--- src/rtl/dsa_pkg.sv ---
package dsa_pkg;
  typedef enum logic {
    ST_IDLE = 1'b0,
    ST_NUM  = 1'b1
  } run_state_e;

  localparam int unsigned DIGIT_W = 4;
endpackage

--- src/rtl/dsa_rst_sync.sv ---
module dsa_rst_sync #(
  parameter int unsigned STAGES = 2
) (
  input  logic clk,
  input  logic rst_n,
  output logic rst_sync_n
);
  logic [STAGES-1:0] chain_q;

  always_ff @(posedge clk or negedge rst_n) begin
    if (!rst_n) chain_q <= '0;
    else        chain_q <= {chain_q[STAGES-2:0], 1'b1};
  end

  assign rst_sync_n = chain_q[STAGES-1];
endmodule

--- src/rtl/dsa_char_classify.sv ---
module dsa_char_classify #(
  parameter int unsigned            CHAR_W    = 8,
  parameter int unsigned            DIG_W     = 4,
  parameter logic [CHAR_W-1:0]      ZERO_CODE = CHAR_W'('h30)
) (
  input  logic [CHAR_W-1:0] char_i,
  output logic              is_digit_o,
  output logic [DIG_W-1:0]  digit_val_o
);
  localparam logic [CHAR_W-1:0] RADIX = CHAR_W'(10);

  logic [CHAR_W-1:0] offset;

  // One subtract plus one unsigned compare covers both range ends:
  // codes below ZERO_CODE wrap to large values.
  always_comb begin
    offset      = char_i - ZERO_CODE;
    is_digit_o  = (offset < RADIX);
    digit_val_o = offset[DIG_W-1:0];
  end
endmodule

--- src/rtl/dsa_mul10_add.sv ---
module dsa_mul10_add #(
  parameter int unsigned ACC_W = 32,
  parameter int unsigned DIG_W = 4
) (
  input  logic [ACC_W-1:0] acc_i,
  input  logic [DIG_W-1:0] digit_i,
  output logic [ACC_W-1:0] sum_o,
  output logic             carry_o
);
  localparam int unsigned       EXT_W     = ACC_W + 4;
  localparam logic [ACC_W-1:0]  ALL_ONES  = '1;
  localparam logic [ACC_W-1:0]  OVF_FLOOR = (ALL_ONES - ACC_W'(9)) / ACC_W'(10) + ACC_W'(1);

  logic [EXT_W-1:0] ext;
  logic [EXT_W-1:0] wide;

  always_comb begin
    ext     = {4'b0000, acc_i};
    wide    = (ext << 1) + (ext << 3) + EXT_W'(digit_i);
    sum_o   = wide[ACC_W-1:0];
    carry_o = |wide[EXT_W-1:ACC_W];
  end

  // an overflow can only come from a total at or above the smallest
  // value that, scaled by ten plus nine, leaves the accumulator range.
  always_comb begin
    p_ovf_floor_r8: assert (!carry_o || acc_i >= OVF_FLOOR);
  end
endmodule

--- src/rtl/dsa_run_fsm.sv ---
module dsa_run_fsm
  import dsa_pkg::*;
(
  input  logic       clk,
  input  logic       rst_n,
  input  logic       in_valid,
  input  logic       is_digit,
  output run_state_e state_o,
  output logic       load_first_o,
  output logic       accumulate_o,
  output logic       complete_o
);
  run_state_e state_q;
  run_state_e state_d;

  always_comb begin
    state_d      = state_q;
    load_first_o = 1'b0;
    accumulate_o = 1'b0;
    complete_o   = 1'b0;
    if (in_valid) begin
      unique case (state_q)
        ST_IDLE: begin
          if (is_digit) begin
            state_d      = ST_NUM;
            load_first_o = 1'b1;
          end
        end
        ST_NUM: begin
          if (is_digit) begin
            accumulate_o = 1'b1;
          end else begin
            state_d    = ST_IDLE;
            complete_o = 1'b1;
          end
        end
        default: state_d = ST_IDLE;
      endcase
    end
  end

  always_ff @(posedge clk or negedge rst_n) begin
    if (!rst_n) state_q <= ST_IDLE;
    else        state_q <= state_d;
  end

  assign state_o = state_q;

  // without a strobe the controller does not move.
  p_state_hold_r9: assert property (@(posedge clk) disable iff (!rst_n)
    !in_valid |=> state_q == $past(state_q));
endmodule

--- src/rtl/dsa_stream_accum.sv ---
module dsa_stream_accum
  import dsa_pkg::*;
#(
  parameter int unsigned CHAR_W = 8,
  parameter int unsigned ACC_W  = 32
) (
  input  logic              clk,
  input  logic              rst_n,
  input  logic              in_valid,
  input  logic [CHAR_W-1:0] in_char,
  output logic              num_done,
  output logic [ACC_W-1:0]  num_value,
  output logic              num_ovf
);
  localparam int unsigned DW = DIGIT_W;

  logic             rst_sync_n;
  logic             is_digit;
  logic [DW-1:0]    digit_val;
  logic [ACC_W-1:0] next_sum;
  logic             next_carry;
  run_state_e       state;
  logic             load_first;
  logic             accumulate;
  logic             complete;

  logic [ACC_W-1:0] acc_q;
  logic             ovf_q;
  logic             done_q;

  dsa_rst_sync #(.STAGES(2)) u_rst (
    .clk        (clk),
    .rst_n      (rst_n),
    .rst_sync_n (rst_sync_n)
  );

  dsa_char_classify #(.CHAR_W(CHAR_W), .DIG_W(DW)) u_class (
    .char_i      (in_char),
    .is_digit_o  (is_digit),
    .digit_val_o (digit_val)
  );

  dsa_mul10_add #(.ACC_W(ACC_W), .DIG_W(DW)) u_mac (
    .acc_i   (acc_q),
    .digit_i (digit_val),
    .sum_o   (next_sum),
    .carry_o (next_carry)
  );

  dsa_run_fsm u_fsm (
    .clk          (clk),
    .rst_n        (rst_sync_n),
    .in_valid     (in_valid),
    .is_digit     (is_digit),
    .state_o      (state),
    .load_first_o (load_first),
    .accumulate_o (accumulate),
    .complete_o   (complete)
  );

  always_ff @(posedge clk or negedge rst_sync_n) begin
    if (!rst_sync_n)     acc_q <= '0;
    else if (load_first) acc_q <= ACC_W'(digit_val);
    else if (accumulate) acc_q <= next_sum;
  end

  always_ff @(posedge clk or negedge rst_sync_n) begin
    if (!rst_sync_n)                   ovf_q <= 1'b0;
    else if (load_first)               ovf_q <= 1'b0;
    else if (accumulate && next_carry) ovf_q <= 1'b1;
  end

  always_ff @(posedge clk or negedge rst_sync_n) begin
    if (!rst_sync_n) done_q <= 1'b0;
    else             done_q <= complete;
  end

  assign num_value = acc_q;
  assign num_ovf   = ovf_q;
  assign num_done  = done_q;

  // the first digit of a run replaces the total and clears the flag.
  p_first_load_r3: assert property (@(posedge clk) disable iff (!rst_sync_n)
    (in_valid && is_digit && state == ST_IDLE)
    |=> (num_value == ACC_W'($past(digit_val)) && !num_ovf));

  // without overflow the total never shrinks on a further digit.
  p_grow_r4: assert property (@(posedge clk) disable iff (!rst_sync_n)
    (in_valid && is_digit && state == ST_NUM)
    |=> (num_ovf || num_value >= $past(num_value)));

  // the completion pulse lasts one cycle.
  p_done_single_r5: assert property (@(posedge clk) disable iff (!rst_sync_n)
    num_done |=> !num_done);

  // a pulse follows only a non-digit that closed an open number.
  p_done_cause_r5: assert property (@(posedge clk) disable iff (!rst_sync_n)
    num_done |-> $past(in_valid && !is_digit && state == ST_NUM));

  // stray non-digits between numbers have no effect.
  p_idle_skip_r6: assert property (@(posedge clk) disable iff (!rst_sync_n)
    (in_valid && !is_digit && state == ST_IDLE)
    |=> (!num_done && $stable(num_value) && $stable(num_ovf)));

  // the flag is sticky until a new number starts.
  p_ovf_sticky_r8: assert property (@(posedge clk) disable iff (!rst_sync_n)
    (num_ovf && !(in_valid && is_digit && state == ST_IDLE)) |=> num_ovf);

  // a cycle without the strobe leaves the outputs alone.
  p_hold_r9: assert property (@(posedge clk) disable iff (!rst_sync_n)
    !in_valid |=> ($stable(num_value) && $stable(num_ovf) && !num_done));
endmodule

--- config.mk ---
export PLATFORM = sky130hd
export DESIGN_NAME = dsa_stream_accum
export DESIGN_NICKNAME = d
export VERILOG_FILES = /design/src/rtl/dsa_pkg.sv /design/src/rtl/dsa_rst_sync.sv /design/src/rtl/dsa_char_classify.sv /design/src/rtl/dsa_mul10_add.sv /design/src/rtl/dsa_run_fsm.sv /design/src/rtl/dsa_stream_accum.sv
export SDC_FILE = /design/constraint.sdc
export NUM_CORES = 1
export LEC_CHECK = 0
export BUFFER_PORTS_ARGS = -buffer_cell sky130_fd_sc_hd__buf_2
export CORE_UTILIZATION = 30
export DETAILED_ROUTE_END_ITERATION = 8
export GPL_TIMING_DRIVEN = 0
export HOLD_SLACK_MARGIN = 0.12
export RECOVER_POWER = 50
export SYNTH_ARGS = -nofsm -noshare
export SYNTH_HDL_FRONTEND = slang
export SYNTH_SLANG_ARGS = --single-unit
--- constraint.sdc ---
create_clock -name clk -period 1.2 [get_ports clk]
set_input_delay 0.12 -clock clk [delete_from_list [all_inputs] [get_ports clk]]
set_output_delay 0.12 -clock clk [all_outputs]
set_load 0.05 [all_outputs]
==> results.txt, run 1 <==
# rows: 39
worst slew pin tran: 0.831 ns
area leader, netlist: dfrtp_1
Cell Pwr Density: 783 nW/um2
antenna cells: 0
Yosys top cell area share: 0.254
core area: 11600 um2
violated checks: DRC, setup timing
area delta synth->final: 33.3%
RSZ-0062 raised after global routing: yes
share of cells above drive strength 1: 0.346
critical path's top delay family: compound AO/OA/AOI/OAI gates
Max VDD drop: 758 uV
slowest CP cell: o41a_1
Worst-path clk slew: 0.06 ns
Max FO, Critical Path: 8
worst endpoint required time: 1.41 ns
synthesized instance count: 387
critical path class: reg2reg
cell mode on critical path: ha_1
largest cells by area after synthesis: dfrtp_1, ha_1, a22o_1
crit path DAT: 3.21 ns
Die Wd: 112 um
commonest cells after routing, fill and taps aside: ha_1, buf_2, a22o_1
outcome: finished with violations
upper clock frequency limit: 333 MHz
Port-buffer cells: 44
Reg2Reg Setup Slack: -1.81 ns
Slew headroom: 0.446
crit path capture type: flip-flop
fin nets: 543
number of buffers created by CTS: 5
HP Class: in2async
area post-placement: 4100 um2
CTS Sinks: 37
Synth Register Bits: 37
Reg2Reg Depth: 11
crit path from: num_value[22]$_DFFE_PN0P_
Post-Syn Area: 3640 um2
FF-to-FF End: num_ovf$_DFFE_PN0P_
most common cell after layout, fill and taps aside: ha_1
PnR worst setup slack: -1.81 ns
hpwl dp: 7.02 mm
DR vias: 3303
DR vias/cell: 5.41
Initial Util: 0.313
Buf/Inv on CP: 1
Synth Area per Inst: 9.40 um2
Final Instance Area: 4850 um2
Final Cycle Share: 2.51
Setup-failing EPs final: 32
DR iter-0 viols: 127
synth unique cells: 62
worst clock skew: 0.00731 ns
Max Cap Violations: 0
crit path time final: 3.01 ns
initial antenna violation count: 0
DRC Markers: 3
clk buf depth: 2
total number of H-tree levels: 2
Post-synth top flop: dfrtp_1
first-pass GRT wire length: 16.5 mm
IO Count: 45
DRT Wirelength: 9.80 mm
fillers: 1129
worst skew pair latency: 0.29 ns
Root Driver: clkbuf_16
CP startpoint kind: flip-flop
max incr delay on CP: 0.45 ns
remaining global-route overflow: 0
via count of the first global-routing pass: 3297
GR Util All Layers: 0.160
GPL Wtd Cong: 0.865
pin count of the biggest net entering global routing: 36
Synth Warn #: 0
post-layout util: 0.418
WL/cell: 16.0 um
number of detailed-route iterations in the first pass: 6
Final Hold Viols: 0
Die Y: 112 um
worst path cell trace: ha_1 -> ha_1 -> buf_6 -> a21oi_2 -> o21ai_0 -> and3_4 -> a211o_1 -> o41a_1 -> o22ai_2 -> o32ai_2 -> a41oi_2
TritonCTS clock tree: yes
Pleak: 2.45 nW
Post-synth EDFFs: 0
Mapped Nets: 463
sequential area share after synthesis: 0.254
full die area: 12600 um2
Final Max Slew Viols: 0
RR Startpoint: num_value[22]$_DFFE_PN0P_
share of flip-flops with an asynchronous set or reset: 1.00
Routed Antenna Nets: 0
==> metrics by stage <==
step	hold WS [ns]	power [mW]	instances	setup TNS [ns]	setup WS, ns
after detailed placement	-0.0931	2.02	574	-45.58	-2.03
after global placement	-0.0950	2.01	574	-61.81	-2.01
after floorplan	-0.176	1.87	387	-43.59	-1.81
after CTS	0.139	3.73	601	-42.25	-1.89
final	0.136	3.80	611	-43.74	-1.81
after global routing	0.164	3.97	611	-47.19	-1.91
==> what timing repair did <==
| action | in CTS | in global routing |
|---|---|---|
| endpoints found under the setup margin | 31 | 34 |
| hold buffers | 3 | 0 |
| setup buffers | 20 | 10 |
| pin swaps | 33 | 25 |
| hold endpoints to repair | 5 | 0 |
| resized for setup | 47 | 30 |
==> per-layer routing <==
metal,global-route usage,share of wire,up-vias,routed length [um]
met5,0,0,-,0
met4,0.0356,0.011,0,109
met3,0.0292,0.043,11,418
met2,0.273,0.48,73,4740
met1,0.211,0.46,1598,4530
li1,-,-,1621,-
==> worst max-delay path by stage <==
stage,to,cells after the start
6_report,num_ovf$_DFFE_PN0P_,11
5_1_grt,num_ovf$_DFFE_PN0P_,13
4_1_cts,num_ovf$_DFFE_PN0P_,12
3_5_place_dp,num_value[28]$_DFFE_PN0P_,12
3_3_place_gp,num_value[28]$_DFFE_PN0P_,12
2_1_floorplan,num_ovf$_DFFE_PN0P_,11
==> layout make-up <==
type / instances / area, um2 / share of cell area
Buffer: 14 / 97.6 / 0.0201
Tap cell: 143 / 179 / 0.0369
Clock inverter: 1 / 5.00 / 0.00103
Multi-Input combinational cell: 317 / 2900 / 0.597
Clock buffer: 7 / 153 / 0.0315
Inverter: 15 / 56.3 / 0.0116
Sequential cell: 37 / 938 / 0.193
Timing Repair Buffer: 77 / 526 / 0.108
==> flip-flops by register name, indices dropped and copies added, names as in the netlist <==
register	cells
num_done	1
num_ovf	1
num_value	32
u_fsm.state_o	1
u_rst.chain_q	2
==> kinds of logic (layout without fill, tap and decap cells) <==
group	Yosys count	in the layout	synth area share
mux	5	5	0.0141
buf+inv	33	114	0.0409
simple gates	86	86	0.124
fa+ha+maj	65	65	0.228
compound gates	132	132	0.270
xor+xnor	28	28	0.0674
other cells	1	1	0.00103
flops	37	37	0.254
==> cells in the mapped netlist (3+ instances only) <==
cell and n:
nor2_1 21, mux2i_1 4, buf_6 3, o211ai_1 3, nand3_1 9, a22o_1 28, and2_1 3, xnor2_1 21
ha_1 63, dfrtp_1 37, a211oi_1 3, o21ai_0 20, nand2b_1 7, nand4_1 9, inv_1 15, clkbuf_1 12
xor2_1 7, o21bai_1 4, nand2_1 16, and3_4 3, a21o_1 12, nor2b_1 7, a21oi_1 32, a31oi_1 3
==> power breakdown <==
| group | internal [mW] | switching [mW] | total, mW |
|---|---|---|---|
| Combinational | 0.502 | 0.515 | 1.02 |
| Sequential | 1.29 | 0.0663 | 1.36 |
| Clock | 0.881 | 0.544 | 1.42 |
No activity file was read; power rests on OpenSTA's default activity.
==> run 2, diff against run 1 <==
--- a/config.mk
+++ b/config.mk
@@ -5,6 +5,7 @@
 export SDC_FILE = /design/constraint.sdc
 export NUM_CORES = 1
 export LEC_CHECK = 0
+export ABC_CLOCK_PERIOD_IN_PS = 1200
 export BUFFER_PORTS_ARGS = -buffer_cell sky130_fd_sc_hd__buf_2
 export CORE_UTILIZATION = 30
 export DETAILED_ROUTE_END_ITERATION = 8
@@ -14,3 +15,4 @@
 export SYNTH_ARGS = -nofsm -noshare
 export SYNTH_HDL_FRONTEND = slang
 export SYNTH_SLANG_ARGS = --single-unit
+export TNS_END_PERCENT = 20
==> results.txt, run 2 (synthesis results as in run 1) <==
outcome: finished with violations
violated checks: DRC, setup timing
CP startpoint kind: flip-flop
DRT Wirelength: 9.04 mm (-7.8%)
via count of the first global-routing pass: 3168 (-3.9%)
hpwl dp: 6.75 mm (-3.9%)
Worst-path clk slew: 0.06 ns (about the same)
# rows: 39 (unchanged)
cell mode on critical path: a21o_1
Die Y: 112 um (unchanged)
Final Hold Viols: 0 (unchanged)
WL/cell: 15.1 um (-6.1%)
Buf/Inv on CP: 4 (+3)
first-pass GRT wire length: 15.3 mm (-7.1%)
Final Max Slew Viols: 0 (unchanged)
max incr delay on CP: 0.51 ns (+0.06 ns)
IO Count: 45 (unchanged)
fillers: 1148 (+1.7%)
Root Driver: clkbuf_16
DR vias/cell: 5.33 (-1.4%)
PnR worst setup slack: -1.91 ns (-0.101 ns)
most common cell after layout, fill and taps aside: ha_1
Port-buffer cells: 44 (unchanged)
worst slew pin tran: 0.796 ns (-0.0353 ns)
TritonCTS clock tree: yes
Routed Antenna Nets: 0 (unchanged)
crit path DAT: 3.34 ns (+0.13 ns)
pin count of the biggest net entering global routing: 36 (unchanged)
worst clock skew: 0.00639 ns (-0.000919 ns)
GPL Wtd Cong: 0.838 (-3.2%)
HP Class: in2async
CTS Sinks: 37 (unchanged)
number of detailed-route iterations in the first pass: 6 (unchanged)
Setup-failing EPs final: 31 (-3.1%)
clk buf depth: 2 (unchanged)
DRC Markers: 3 (unchanged)
area delta synth->final: 25.6%
worst skew pair latency: 0.29 ns (about the same)
core area: 11600 um2 (unchanged)
share of cells above drive strength 1: 0.287 (-0.0595)
full die area: 12600 um2 (unchanged)
remaining global-route overflow: 0 (unchanged)
Max Cap Violations: 0 (unchanged)
GR Util All Layers: 0.148 (-0.0120)
commonest cells after routing, fill and taps aside: ha_1, buf_2, dfrtp_1
slowest CP cell: fa_1
critical path class: reg2reg
antenna cells: 0 (unchanged)
crit path time final: 3.11 ns (+0.101 ns)
worst path cell trace: inv_2 -> fa_1 -> inv_2 -> fa_2 -> a21o_1 -> a22o_1 -> buf_4 -> buf_6 -> o21ai_4 -> a211oi_2 -> o21ai_2 -> a21o_1 -> mux2i_1 -> a21o_1
DR vias: 3199 (-3.1%)
critical path's top delay family: compound AO/OA/AOI/OAI gates
Cell Pwr Density: 813 nW/um2 (+3.8%)
fin nets: 532 (-2.0%)
max reg flops: 32 (unchanged)
Max FO, Critical Path: 3 (-5)
initial antenna violation count: 0 (unchanged)
Max VDD drop: 885 uV (+17%)
RSZ-0062 raised after global routing: yes
placed insts: 574 (unchanged)
Slew headroom: 0.470 (+0.0236)
Die Wd: 112 um (unchanged)
Final Cycle Share: 2.59 (+0.0844)
DR iter-0 viols: 87 (-31%)
total number of H-tree levels: 2 (unchanged)
overall power: 3.71 mW (-2.2%)
post-layout instance count excluding filler cells: 600 (-1.8%)
number of buffers created by CTS: 5 (unchanged)
Pleak: 2.34 nW (-4.5%)
post-layout util: 0.393 (-0.0241)
crit path capture type: flip-flop
worst endpoint required time: 1.43 ns (+0.02 ns)
upper clock frequency limit: 322 MHz (-3.3%)
Initial Util: 0.313 (unchanged)
[run 2: changes by cell type in the layout (fill, tap and decap cells not counted), sizes merged]
cell	previous run	this run
buf	72	62
clkbuf	23	21
bufinv	0	1
clkinv	1	0
clkinvlp	0	1
[run 2: cell type report]
class / instances / area [um2] / share of cell area
clock buffers: 6 / 139 / 0.0304
inverters: 15 / 56.3 / 0.0123
multi-input cells: 317 / 2740 / 0.600
repair buffers: 62 / 369 / 0.0808
clock inverters: 2 / 37.5 / 0.00821
plain buffers: 18 / 115 / 0.0252
flip-flops and latches: 37 / 933 / 0.204
well taps: 143 / 179 / 0.0392
[run 2: through the flow]
stage	hold WS, ns	TNS, ns	setup WS, ns	area (um2)
6_report	0.137	-44.42	-1.91	4570
5_1_grt	0.167	-47.62	-2.01	4570
4_1_cts	0.130	-42.93	-1.89	4500
3_5_place_dp	-0.0918	-47.26	-2.01	4050
3_3_place_gp	-0.0951	-62.87	-2.02	4050
2_1_floorplan	-0.176	-44.34	-1.82	3650
[run 2: path summary, 6_finish.rpt]
path                                            startpoint                          to  slack, ns  cells after the start
worst max-delay path              num_value[0]$_DFFE_PN0P_   num_value[28]$_DFFE_PN0P_      -1.91                     14
worst min-delay path                                 rst_n  u_rst.chain_q[0]$_DFF_PN0_       0.14                      2
worst max register to register    num_value[0]$_DFFE_PN0P_   num_value[28]$_DFFE_PN0P_      -1.91                     14
worst min register to register  u_rst.chain_q[0]$_DFF_PN0_  u_rst.chain_q[1]$_DFF_PN0_       0.35                      0
max in group asynchronous       u_rst.chain_q[1]$_DFF_PN0_    num_value[5]$_DFFE_PN0P_       0.29                      0
min in group clk                                in_char[3]    num_value[3]$_DFFE_PN0P_       0.16                      3
[run 2: worst reg2reg max path, stage by stage, from the launching register on]
cell and delay [ns]:
dfrtp_2 0.38, inv_2 0.04, fa_1 0.51, inv_2 0.05, fa_2 0.38, a21o_1 0.20, a22o_1 0.25, buf_4 0.15
buf_6 0.12, o21ai_4 0.18, a211oi_2 0.11, o21ai_2 0.16, a21o_1 0.15, mux2i_1 0.23, a21o_1 0.14
[run 2: timing repair]
action / 4_1_cts / 5_1_grt
pin swaps: 28 / 12
setup buffers: 10 / 5
hold endpoints to repair: 5 / 0
endpoints found under the setup margin: 34 / 33
resized for setup: 42 / 10
hold buffers: 3 / 0
[run 2: metal layers]
layer	wire length [um]	global-route usage	up-vias
met5	0	0	-
met4	85	0.0338	0
met3	386	0.0302	6
met2	4160	0.242	68
met1	4400	0.201	1528
li1	-	-	1597
[run 2: report_power, final]
part | switching [mW] | internal (mW) | total (mW)
clock network | 0.552 | 1.04 | 1.59
registers | 0.0641 | 1.29 | 1.35
logic | 0.439 | 0.331 | 0.770
